**src/rtl/ring_dma_chan.sv**
```systemverilog
module ring_dma_chan #(
  parameter int AW = 16,
  parameter int CW = 28,
  parameter int MW = 4
) (
  input  logic          clk,
  input  logic          rst_n,
  input  logic          cfg_we,
  input  logic [AW-1:0] cfg_src,
  input  logic [AW-1:0] cfg_dst,
  input  logic [31:0]   cfg_count,
  input  logic [3:0]    cfg_ring,
  input  logic [1:0]    cfg_size,
  input  logic          cfg_trig,
  input  logic          trig,
  input  logic          enable,
  input  logic          dreq,
  output logic          mem_req,
  output logic [AW-1:0] mem_addr,
  input  logic [31:0]   mem_rdata,
  output logic          wr_en,
  output logic [AW-1:0] wr_addr,
  output logic [31:0]   wr_data,
  output logic          busy,
  output logic          done
);
  localparam int CNTW = CW + MW;

  typedef enum logic [1:0] {PH_IDLE, PH_RD, PH_WR} phase_t;

  phase_t        ph;
  logic [AW-1:0] rd_addr, dst_q, mask, next_addr;
  logic [CW-1:0] left_q;
  logic          endless_q, busy_q, done_q;
  logic [3:0]    ring_q;
  logic [1:0]    size_q;
  logic [2:0]    step;
  logic [31:0]   lane;
  logic          last, go, cfg_endless, cfg_nonzero;

  assign step = (size_q == 2'd0) ? 3'd1 : (size_q == 2'd1) ? 3'd2 : 3'd4;
  assign mask = (ring_q == 4'd0 || 32'(ring_q) >= AW) ? '1
              : ((AW'(1) << ring_q) - AW'(1));
  assign next_addr = (rd_addr & ~mask) | ((rd_addr + AW'(step)) & mask);
  assign last = !endless_q && (left_q == CW'(1));
  assign go   = busy_q && enable && dreq;
  assign cfg_endless = (cfg_count[CNTW-1 -: MW] == {MW{1'b1}});
  assign cfg_nonzero = (cfg_count[CW-1:0] != '0);

  always_ff @(posedge clk) begin
    if (!rst_n) begin
      ph        <= PH_IDLE;
      rd_addr   <= '0;
      dst_q     <= '0;
      left_q    <= '0;
      endless_q <= 1'b0;
      busy_q    <= 1'b0;
      done_q    <= 1'b0;
      ring_q    <= '0;
      size_q    <= '0;
    end else begin
      done_q <= 1'b0;
      if (cfg_we) begin
        rd_addr   <= cfg_src;
        dst_q     <= cfg_dst;
        left_q    <= cfg_count[CW-1:0];
        endless_q <= cfg_endless;
        ring_q    <= cfg_ring;
        size_q    <= cfg_size;
        ph        <= PH_IDLE;
        busy_q    <= cfg_trig && (cfg_endless || cfg_nonzero);
      end else begin
        case (ph)
          PH_IDLE: begin
            if (!busy_q && trig && (endless_q || left_q != '0))
              busy_q <= 1'b1;
            if (go)
              ph <= PH_RD;
          end
          PH_RD: ph <= PH_WR;
          PH_WR: begin
            rd_addr <= next_addr;
            if (!endless_q)
              left_q <= left_q - CW'(1);
            if (last) begin
              busy_q <= 1'b0;
              done_q <= 1'b1;
              ph     <= PH_IDLE;
            end else begin
              ph <= (enable && dreq) ? PH_RD : PH_IDLE;
            end
          end
          default: ph <= PH_IDLE;
        endcase
      end
    end
  end

  assign lane = mem_rdata >> {rd_addr[1:0], 3'b000};

  always_comb begin
    case (size_q)
      2'd0:    wr_data = {24'd0, lane[7:0]};
      2'd1:    wr_data = {16'd0, lane[15:0]};
      default: wr_data = lane;
    endcase
  end

  assign mem_req  = (ph == PH_RD);
  assign mem_addr = rd_addr;
  assign wr_en    = (ph == PH_WR);
  assign wr_addr  = dst_q;
  assign busy     = busy_q;
  assign done     = done_q;
endmodule

```
**config.mk**
```make
export PLATFORM = sky130hd
export DESIGN_NAME = ring_dma_chan
export DESIGN_NICKNAME = d
export VERILOG_FILES = /design/src/rtl/ring_dma_chan.sv
export SDC_FILE = /design/constraint.sdc
export NUM_CORES = 1
export LEC_CHECK = 0
export CELL_PAD_IN_SITES_DETAIL_PLACEMENT = 1
export CELL_PAD_IN_SITES_GLOBAL_PLACEMENT = 2
export CORE_ASPECT_RATIO = 2
export CORE_MARGIN = 3
export CORE_UTILIZATION = 25
export CTS_CLUSTER_SIZE = 8
export DETAILED_ROUTE_END_ITERATION = 8
export PLACE_DENSITY = 0.86
export SLEW_MARGIN = 25
export SYNTH_ARGS = -nofsm -noshare
export SYNTH_HDL_FRONTEND = slang
export SYNTH_SLANG_ARGS = --single-unit
export TNS_END_PERCENT = 30
```
**constraint.sdc**
```tcl
create_clock -name clk -period 2.5 [get_ports clk]
set_clock_uncertainty 0.15 [all_clocks]
set_input_delay 0.375 -clock clk [delete_from_list [all_inputs] [get_ports clk]]
set_output_delay 0.375 -clock clk [all_outputs]
set_load 0.01 [all_outputs]
```
==> reports/results.ini <==
[outcome]
status = completed

[floorplanning]
core-area_sq_um = 18000
initial_utilization_pct = 25.8
die_x_microns = 102
row_count = 69
pin_count = 177
die_area_sq_um = 20300
die_y_microns = 199

[cts]
clock-sinks = 71
cts_buffers = 9
clk_pin_slew_ns = 0.06
cts_tree = done
cts_htree_levels = 3
cts_hold_buffers = 0
clockBufferDepth = 2
clkLatencyLatePin_ns = 0.34
root_buffer = clkbuf_16

[sta]
rsz0062_at_grt = no
slew_viol_final = 0
max_freq_ghz = 0.425
hold_viol_final = 0
worst_pin_slew_ns = 0.665
fin_crit_ns = 2.35
finalSetupTns_ns = 0
setup_viol_count_final = 0
fin_crit_sh_pct = 94.0
max_slew_margin_pct = 55.3

[pwr]
vdd_drop_max_v = 0.000332
powerDensity_nw_per_um2 = 495
leakage_uw = 0.00268
finalPower_uw = 3480

[critical_path]
r2r_setup_slack_ns = 0.17
critPathArrivalTime_ns = 1.83
slowest_delay_ns = 0.51
cp_slowest_cell = clkdlybuf4s50_1
start_kind = flip-flop
r2r-end = left_q[20]$_SDFFE_PN0P_
cp-end-kind = output pin
crit_type = reg2out
reg2reg_from = left_q[7]$_SDFFE_PN0P_
ff2ff_path_depth = 4
crit_fanout = 25
crit_chain = buf_12 -> mux2i_1 -> a21oi_1 -> clkdlybuf4s50_1
required_ns = 1.98

[cells_and_area]
layout_common_cells = 166 x clkdlybuf4s50_1, 70 x dfxtp_1, 41 x nor2_1
final_design_area_no_fill_sq_um = 7040
final_common_cell = clkdlybuf4s50_1
diodes = 0
nNetsFinal = 857
area_delta_synth_final_pct = 51.7
drive_above_1_share_pct = 8.06

[drt]
drc = 0
wire_per_inst_microns = 19.7
vias = 5156
routed_via_density = 5.39
routed_wl_mm = 18.9
drt_pass1_iterations = 4
antenna_left = 0
first_iter_violations = 110

[logic_synthesis]
synth.area.top_cells = dfxtp_1 31%, mux2i_1 8.8%, nor2b_1 5.0%
muxShareOfSynthArea_pct = 8.85
synth_edf_count = 0
synth.net_count = 685
synth-simple-area-share_pct = 30.7
synthArstFlopShare_pct = 0
synth_adder_area_share_pct = 2.32
synthFlopType = dfxtp_1
synth_xor_area_share_pct = 2.08
syn_area_sq_um = 4640
ys_ff_latch = 71
ys_seq_area_share_pct = 30.6
yosys.area.top_type = dfxtp_1
yosysWarnings = 0
ys_types = 63
synth_top_area_share_pct = 30.6
syn_area_per_cell_sq_um = 8.17
synth_compound_area_share_pct = 21.1
synthCells = 568
synth_top_family_by_area = simple AND/OR/NAND/NOR gates

[job]
max_cap_viol_count = 0

[grt]
first_global_vias = 5508
grt_max_degree = 51
track_usage_pct = 18.5
grt_pass1_wl_mm = 29.3
overflow = 0
antenna_found_initial = 0

[placed_design]
hpwl_mm = 15.0
placed_cell_area_sq_um = 6730
gp_congestion = 0.795
io_buffers = 176

[worst_hold_path]
hp-class = in2reg
min_delay_worst_endpoint = endless_q$_SDFFE_PN0P_
hold_depth = 3
worstHoldStart = cfg_we

## repair_timing
action                                  in CTS  in global routing
endpoints found under the setup margin       8                  5
setup buffers                                0                  0
gates resized for setup                      5                  6
## stage by stage
| step | setup WS (ns) | instances | util (%) | hold WS [ns] |
|---|---|---|---|---|
| after floorplan | 0.214 | 568 | - | 0.301 |
| after global placement | 0.173 | 942 | 37.5 | 0.323 |
| after detailed placement | 0.145 | 942 | 37.5 | 0.328 |
| after CTS | 0.00757 | 957 | 39.1 | 0.276 |
| after global routing | 0.00319 | 957 | 39.2 | 0.302 |
| final | 0.149 | 957 | 39.2 | 0.285 |
## routing by layer
layer  vias to the layer above  track usage [%]  part of all wire [%]
met5                         -                0                     0
li1                       2488                -                     -
met2                       124             36.8                    59
met3                        41             1.93                   3.0
met1                      2503             18.2                    34
met4                         0             8.56                   4.2
## cell type report
cell class                      count  area, sq um
Clock buffer                       10          229
Clock inverter                      5         60.1
Fill cell                        2137        10900
Inverter                            8         30.0
Multi-Input combinational cell    446         3020
Sequential cell                    71         1420
Tap cell                          213          267
Timing Repair Buffer              204         2010
## power breakdown
part | switching (uW) | internal, uW | total (uW) | leakage (uW)
registers | 84.6 | 1210 | 1290 | 0.000588
clock network | 522 | 769 | 1290 | 0.000139
logic | 415 | 484 | 900 | 0.00195
## synth_stat cells, types with 7 or more instances
cell type and instances:
o21ai_0 37, mux2i_1 41, o31ai_1 11, ha_1 7, or4_1 15, o211a_1 7
nor4_1 20, or3_1 9, nor2b_1 37, nand3_1 15, a31oi_1 18, xnor2_1 8
nand2_1 24, clkbuf_1 37, nor3_1 16, a211oi_1 10, nor2_1 41, dfxtp_1 71
inv_1 8, and2_1 9, nand2b_1 15, a21oi_1 30
## critical path, delay by kind of cell (launching register included)
family                 cells  cell delay [ns]
DFF                        1             0.41
buffers and inverters      2             0.72
AOI/OAI and AO/OA          1             0.10
muxes                      1             0.26
## worst max path at each step
stage               depth (start not counted)                end
global placement                            5  busy$_SDFFE_PN0P_
CTS                                         6        wr_data[15]
global route                                5         wr_data[2]
detailed placement                          6        wr_data[11]
floorplan                                   7          flip-flop
finish                                      4         wr_data[1]
## cell families (layout without fill, tap and decap cells)
logic type | count (synthesis) | after routing
compound gates | 147 | 147
xor+xnor | 11 | 11
fa+ha+maj | 8 | 8
buf+inv | 51 | 227
flops | 71 | 71
mux | 41 | 41
simple gates | 239 | 239
Note: power is estimated with default switching activity, not from simulation.
